### src/rtl/gs_seq_pkg.sv
package gs_seq_pkg;
  typedef enum logic [2:0] {
    ST_IDLE,
    ST_SUSP_START,
    ST_RESET,
    ST_INTEGRATE,
    ST_SUSP_STOP,
    ST_READABLE,
    ST_DONE
  } seq_state_e;

  localparam int unsigned RESET_TICKS    = 4;
  localparam int unsigned READABLE_TICKS = 2;
endpackage

### src/rtl/gs_req_sample.sv
module gs_req_sample #(
  parameter int unsigned N = 2
) (
  input  logic         clk_i,
  input  logic         rst_ni,
  input  logic [N-1:0] req_i,
  output logic [N-1:0] req_o
);
  // capture on the falling edge so the rising-edge sequencer sees settled levels
  for (genvar g = 0; g < N; g++) begin : g_bit
    always_ff @(negedge clk_i or negedge rst_ni) begin
      if (!rst_ni) req_o[g] <= 1'b0;
      else         req_o[g] <= req_i[g];
    end
  end
endmodule

### src/rtl/gs_int_timer.sv
module gs_int_timer #(
  parameter int unsigned CW = 8
) (
  input  logic          clk_i,
  input  logic          rst_ni,
  input  logic          tick_i,
  input  logic          clr_i,
  input  logic          cnt_en_i,
  input  logic [CW-1:0] int_time_i,
  output logic          timeout_o
);
  localparam int unsigned   CNT_W   = CW + 1;
  localparam logic [CNT_W-1:0] CNT_MAX = {CNT_W{1'b1}};

  logic [CNT_W-1:0] cnt_q;
  logic             hit;

  assign hit = cnt_en_i && (cnt_q == {1'b0, int_time_i});

  always_ff @(posedge clk_i or negedge rst_ni) begin
    if (!rst_ni) begin
      cnt_q     <= '0;
      timeout_o <= 1'b0;
    end else if (clr_i) begin
      cnt_q     <= '0;
      timeout_o <= 1'b0;
    end else if (tick_i) begin
      timeout_o <= hit;
      if (cnt_en_i && cnt_q != CNT_MAX) cnt_q <= cnt_q + 1'b1;
    end
  end

  p_timeout_pulse_r5: assert property (@(posedge clk_i) disable iff (!rst_ni)
    (timeout_o && tick_i) |=> !timeout_o);

  p_no_wrap_r6: assert property (@(posedge clk_i) disable iff (!rst_ni)
    (cnt_q == CNT_MAX && !clr_i) |=> (cnt_q == CNT_MAX));

  p_clear_r5: assert property (@(posedge clk_i) disable iff (!rst_ni)
    clr_i |=> (cnt_q == '0 && !timeout_o));
endmodule

### src/rtl/gs_seq_fsm.sv
module gs_seq_fsm
  import gs_seq_pkg::*;
(
  input  logic       clk_i,
  input  logic       rst_ni,
  input  logic       tick_i,
  input  logic       start_s_i,
  input  logic       stop_s_i,
  output seq_state_e state_o,
  output logic       cnt_en_o,
  output logic       cnt_clr_o
);
  localparam int unsigned PH_W = 2;
  localparam logic [PH_W-1:0] RST_LAST = PH_W'(RESET_TICKS - 1);
  localparam logic [PH_W-1:0] RD_LAST  = PH_W'(READABLE_TICKS - 1);

  seq_state_e      state_q, state_d;
  logic [PH_W-1:0] ph_q, ph_d;
  logic            pend_q, pend_d;
  logic            early_ph;

  assign early_ph = (state_q == ST_IDLE) || (state_q == ST_SUSP_START) ||
                    (state_q == ST_RESET);

  always_comb begin
    state_d = state_q;
    ph_d    = ph_q;
    pend_d  = pend_q;
    if (tick_i) begin
      if (stop_s_i && early_ph) pend_d = 1'b1;
      unique case (state_q)
        ST_IDLE:       if (start_s_i) state_d = ST_SUSP_START;
        ST_SUSP_START: if (!start_s_i) begin
          state_d = ST_RESET;
          ph_d    = '0;
        end
        ST_RESET: begin
          if (ph_q == RST_LAST) begin
            // a stop latched earlier is acted on only once reset is done
            if (stop_s_i || pend_q) begin
              state_d = ST_SUSP_STOP;
              pend_d  = 1'b0;
            end else begin
              state_d = ST_INTEGRATE;
            end
          end else begin
            ph_d = ph_q + 1'b1;
          end
        end
        ST_INTEGRATE:  if (stop_s_i) state_d = ST_SUSP_STOP;
        ST_SUSP_STOP:  if (!stop_s_i) begin
          state_d = ST_READABLE;
          ph_d    = '0;
        end
        ST_READABLE: begin
          if (ph_q == RD_LAST) state_d = ST_DONE;
          else                 ph_d    = ph_q + 1'b1;
        end
        ST_DONE:       state_d = ST_IDLE;
        default:       state_d = ST_IDLE;
      endcase
    end
  end

  always_ff @(posedge clk_i or negedge rst_ni) begin
    if (!rst_ni) begin
      state_q <= ST_IDLE;
      ph_q    <= '0;
      pend_q  <= 1'b0;
    end else begin
      state_q <= state_d;
      ph_q    <= ph_d;
      pend_q  <= pend_d;
    end
  end

  assign state_o   = state_q;
  assign cnt_clr_o = (state_q == ST_IDLE);
  assign cnt_en_o  = ((state_q == ST_SUSP_START) && !start_s_i) ||
                     (state_q == ST_RESET) || (state_q == ST_INTEGRATE);

  p_stall_r2: assert property (@(posedge clk_i) disable iff (!rst_ni)
    !tick_i |=> $stable(state_q));

  p_hold_start_r3: assert property (@(posedge clk_i) disable iff (!rst_ni)
    (state_q == ST_SUSP_START && start_s_i) |=> (state_q == ST_SUSP_START));

  p_rst_len_r3: assert property (@(posedge clk_i) disable iff (!rst_ni)
    (state_q == ST_RESET && tick_i && ph_q != RST_LAST) |=> (state_q == ST_RESET));

  p_hold_stop_r7: assert property (@(posedge clk_i) disable iff (!rst_ni)
    (state_q == ST_SUSP_STOP && stop_s_i) |=> (state_q == ST_SUSP_STOP));

  p_pend_skip_r8: assert property (@(posedge clk_i) disable iff (!rst_ni)
    (state_q == ST_RESET && tick_i && ph_q == RST_LAST && pend_q)
      |=> (state_q == ST_SUSP_STOP));

  p_done_once_r9: assert property (@(posedge clk_i) disable iff (!rst_ni)
    (state_q == ST_DONE && tick_i) |=> (state_q == ST_IDLE));
endmodule

### src/rtl/gs_expo_seq.sv
module gs_expo_seq
  import gs_seq_pkg::*;
#(
  parameter int unsigned CW = 8
) (
  input  logic          clk_i,
  input  logic          rst_ni,
  input  logic          tick_i,
  input  logic          start_req_i,
  input  logic          stop_req_i,
  input  logic [CW-1:0] int_time_i,
  output logic          core_rst_o,
  output logic          integrate_o,
  output logic          readable_o,
  output logic          timeout_o,
  output logic          ready_o
);
  localparam int unsigned NREQ = 2;

  logic [NREQ-1:0] req_s;
  seq_state_e      state;
  logic            cnt_en, cnt_clr;

  gs_req_sample #(.N(NREQ)) u_sample (
    .clk_i  (clk_i),
    .rst_ni (rst_ni),
    .req_i  ({stop_req_i, start_req_i}),
    .req_o  (req_s)
  );

  gs_seq_fsm u_fsm (
    .clk_i     (clk_i),
    .rst_ni    (rst_ni),
    .tick_i    (tick_i),
    .start_s_i (req_s[0]),
    .stop_s_i  (req_s[1]),
    .state_o   (state),
    .cnt_en_o  (cnt_en),
    .cnt_clr_o (cnt_clr)
  );

  gs_int_timer #(.CW(CW)) u_timer (
    .clk_i      (clk_i),
    .rst_ni     (rst_ni),
    .tick_i     (tick_i),
    .clr_i      (cnt_clr),
    .cnt_en_i   (cnt_en),
    .int_time_i (int_time_i),
    .timeout_o  (timeout_o)
  );

  assign core_rst_o  = (state == ST_RESET);
  assign integrate_o = (state == ST_INTEGRATE);
  assign readable_o  = (state == ST_READABLE);
  assign ready_o     = (state == ST_DONE);

  p_strobe_excl_r4: assert property (@(posedge clk_i) disable iff (!rst_ni)
    $onehot0({core_rst_o, integrate_o, readable_o, ready_o}));

  p_ready_after_rd_r9: assert property (@(posedge clk_i) disable iff (!rst_ni)
    $rose(ready_o) |-> $past(readable_o));

  p_rd_after_stop_r7: assert property (@(posedge clk_i) disable iff (!rst_ni)
    $rose(readable_o) |-> !$past(req_s[1]));
endmodule

### config.mk
export PLATFORM = sky130hd
export DESIGN_NAME = gs_expo_seq
export DESIGN_NICKNAME = d
export VERILOG_FILES = /design/src/rtl/gs_seq_pkg.sv /design/src/rtl/gs_req_sample.sv /design/src/rtl/gs_int_timer.sv /design/src/rtl/gs_seq_fsm.sv /design/src/rtl/gs_expo_seq.sv
export SDC_FILE = /design/constraint.sdc
export NUM_CORES = 1
export LEC_CHECK = 0
export BUFFER_PORTS_ARGS = -buffer_cell sky130_fd_sc_hd__buf_2
export CAP_MARGIN = 40
export CORE_MARGIN = 3
export CORE_UTILIZATION = 59
export CTS_CLUSTER_DIAMETER = 30
export CTS_CLUSTER_SIZE = 8
export DETAILED_ROUTE_END_ITERATION = 7
export HOLD_SLACK_MARGIN = 0.05
export PLACE_DENSITY = 0.83
export SLEW_MARGIN = 20
export SYNTH_ARGS = -nofsm -noshare
export SYNTH_HDL_FRONTEND = slang
export SYNTH_SLANG_ARGS = --single-unit
### constraint.sdc
create_clock -name clk_i -period 3.5 [get_ports clk_i]
set_input_delay 1.05 -clock clk_i [delete_from_list [all_inputs] [get_ports clk_i]]
set_output_delay 1.05 -clock clk_i [all_outputs]
set_load 0.03 [all_outputs]
==> metrics.md <==
| Metric | Value |
|---|---|
| Status | completed |
| Largest net degree at the start of global routing | 23 |
| Cell taking the most area after synthesis | dfrtp_1 |
| Final setup TNS | 0 ns |
| R2R cell count | 4 |
| Post-CTS setup buffers | 0 |
| CTS max path bufs | 2 |
| Total of max-cap violations | 0 |
| IO Count | 18 |
| Most frequent cells in the layout | buf_2, dfrtp_1, nor2_1, xor2_1 |
| Wirelength per Cell | 15.0 µm |
| Clock latency on the worst-skew pair | 0.30 ns |
| Area Overhead vs Synth | 10.7% |
| Crit path required time | 3.74 ns |
| First-pass GRT wire length | 4.10 mm |
| Synth top area cells | dfrtp_1, xor2_1, dfrtn_1 |
| Worst relative slew slack | 57.6% |
| Post-synth net total | 138 |
| Switch Pwr | approximately 360 µW |
| Initial antenna violation count | 0 |
| H-tree lvl count | 1 |
| Vias | 1002 |
| Die width | 50.2 µm |
| DRC violations left | 0 |
| Post-DR vias/cell | 6.19 |
| Initial Util | approximately two thirds |
| Reg2Reg Setup Slack | 0.17 ns |
| Seq cells post-synth | 18 |
| Count of cell types in the netlist | 39 |
| Diode count | 0 |
| Total power | 819 µW |
| Vias in the first global route | 908 |
| Adder-cell share of the synthesized area | 4.33% |
| # clock sinks | 18 |
| DR pass1 iterations | 6 |
| CP Data Arrival Time | roughly 3.6 ns |
| Reg power frac | 42.9% |
| Hold_ws | ~0.53 ns |
| Final RePlAce weighted congestion | 0.840 |
| Fin cells | between 150 and 200 |
| Worst R2R End | u_timer.cnt_q[7]$_DFFE_PN0P_ |
| Unrepaired setup endpoints after global routing | false |
| HP Start | u_timer.cnt_q[4]$_DFFE_PN0P_ |
| Synth Area in XOR/XNOR | roughly 6.8% |
| Int Pwr | 456 µW |
| CP Launch Type | flop |
| Worst Hold Path EP | u_timer.cnt_q[4]$_DFFE_PN0P_ |
| Final Hold Vio Count | 0 |
| Grt ovf | 0 |
| Die area | between 0.002 and 0.003 mm² |
| Switching fraction of total power | 44.4% |
| Worst-Margin Slew | 0.635 ns |
| Kind of critical path | reg -> reg |
| Setup Viol. Count Final | 0 |
| Commonest non-fill, non-tap cell in the layout | buf_2 |
| Multiplexer share of the synthesized area | approximately 6.5% |
| Largest family of logic cells by synthesized area | simple AND/OR/NAND/NOR gates |
| Resized cells post-CTS | 0 |
| CTS root buf | clkbuf_4 |
| Net count, final | ~160 |
| Max Transition Viols Final | 0 |
| IO buf count | 17 |
| Antenna viol nets, final | 0 |
| Final Instance Area | ~0.0013 mm² |
| Area of placed instances | between 0.001 and 0.0015 mm² |
| Total CTS buffers | 3 |
| Clock Skew | 0.00213 ns |
| Clk pin slew, worst setup/hold paths | approximately 0.10 ns |
| Post-synthesis cell area | approximately 0.0012 mm² |
| Synth warnings | 0 |
| Core ar. | 0.00178 mm² |
| Min-Delay Path Depth | 1 |
| Placed Cells | roughly 160 |
| Synth Area in Simple Gates | 20.4% |
| Syn_area_per_cell | approximately 9.5 µm² |
| Top cell type's share of synthesized area | 34.7% |
| Post-Synthesis Cells | approximately 120 |
| Crit. End Element | flop |
| Sequential-to-total area share from yosys stat | 39.0% |
| Maximum vdd ir drop | 0.000375 V |
| Share of power burned in combinational logic | between 40 and 50% |
| Power per cell area | 640 mW/mm² |
| CP Max Fanout | 4 |
| Compound-gate portion of the synthesized area | 19.1% |
| CTS tree | built |
| 1st-iter DRT viols | between 40 and 50 |
| P_leak | 0.615 nW |
| Hold-fix buffers, CTS | 0 |
| GRT Resource Usage Total | 21.3% |
| Hold WC Path Type | reg -> reg |
| Chip Height | 50.2 µm |
| Reg-to-Reg Start | u_sample.req_o[0]$_DFF_NN0_ |
| Post-DP HPWL | 1.80 mm |
| Core Rows | 15 |
| DRT Wirelength | roughly 2.4 mm |
| Clock power frac | between 10% and 20% |
| Share of cells above drive strength 1 | 21.2% |
## stage by stage
step | util, % | setup WS, ns
floorplan | - | 0.261
global placement | 70.5 | 0.228
detailed placement | 70.5 | 0.188
CTS | 71.7 | 0.172
global route | 71.7 | 0.0938
finish | 71.7 | 0.168
## logic make-up after synthesis
logic type | count (synthesis)
AND/OR/NAND/NOR | 43
buffers and inverters | 10
AO/OA/AOI/OAI | 30
XOR/XNOR | 9
adder cells (fa/ha/maj) | 4
multiplexers | 7
flip-flops | 18
## how the worst max path moves through the flow
stage / start / endpoint / slack [ns] / cells after the start
after floorplan: u_sample.req_o[0]$_DFF_NN0_ / u_timer.cnt_q[7]$_DFFE_PN0P_ / 0.26 / 4
after global placement: u_sample.req_o[0]$_DFF_NN0_ / u_timer.cnt_q[7]$_DFFE_PN0P_ / 0.23 / 4
after detailed placement: u_sample.req_o[0]$_DFF_NN0_ / u_timer.cnt_q[7]$_DFFE_PN0P_ / 0.19 / 4
after CTS: u_sample.req_o[0]$_DFF_NN0_ / u_timer.cnt_q[7]$_DFFE_PN0P_ / 0.17 / 4
after global routing: u_sample.req_o[0]$_DFF_NN0_ / u_timer.cnt_q[7]$_DFFE_PN0P_ / 0.09 / 4
final: u_sample.req_o[0]$_DFF_NN0_ / u_timer.cnt_q[7]$_DFFE_PN0P_ / 0.17 / 4
## routing by layer
metal  routed length (µm)  track usage (%)
met1                 1060             30.0
met2                 1120             32.2
met3                  182             1.19
met4                   57             12.9
met5                    0                0
## sequential cells by signal, indices dropped and copies added (netlist names)
register,count
u_timer.cnt_q,9
u_fsm.state_o,3
u_fsm.ph_q,2
u_sample.req_o,2
u_fsm.pend_q,1
u_timer.timeout_o,1
## layout make-up
cell class,instances,area (µm²)
multi-input cells,93,659
repair buffers,19,100
fillers,145,504
inverters,4,15.0
well taps,25,31.3
clock buffers,3,22.5
flip-flops and latches,18,450
## critical path: stages, from the launching register on
cell	delay, ns
dfrtn_1	0.38
nand2b_1	0.16
a211o_1	0.32
or4_1	0.50
a21oi_1	0.15
## synthesized netlist by cell type
cell	count
nor2b_1	4
mux2i_1	3
inv_2	1
o31ai_1	6
a21oi_1	5
or4_1	1
o211ai_1	2
buf_4	1
nor4_1	1
nand3_1	6
dfrtn_1	2
dfrtp_1	16
or3_1	2
o21ai_0	2
nor2_1	9
clkbuf_1	2
o21ai_1	1
nor3_1	2
nand2b_1	5
o21bai_1	1
a311oi_2	1
a21o_1	2
o311ai_0	1
nor3b_1	4
a2111oi_0	1
mux2_2	4
nor4bb_1	1
buf_2	3
o22a_1	1
a32o_1	1
inv_1	3
ha_1	4
xor2_1	9
a211o_1	2
a31oi_1	3
nand2_1	6
o32a_1	1
nor3_2	1
and3_1	1
## power groups by stage
stage / logic (mW) / clock network, mW / registers [mW]
finish: 0.358 / 0.109 / 0.352
global route: 0.396 / 0.118 / 0.364
floorplan: 0.342 / 0 / 0.285
detailed placement: 0.355 / 0 / 0.354
CTS: 0.357 / 0.111 / 0.349
global placement: 0.346 / 0 / 0.350
No activity file was read; power rests on OpenSTA's default activity.
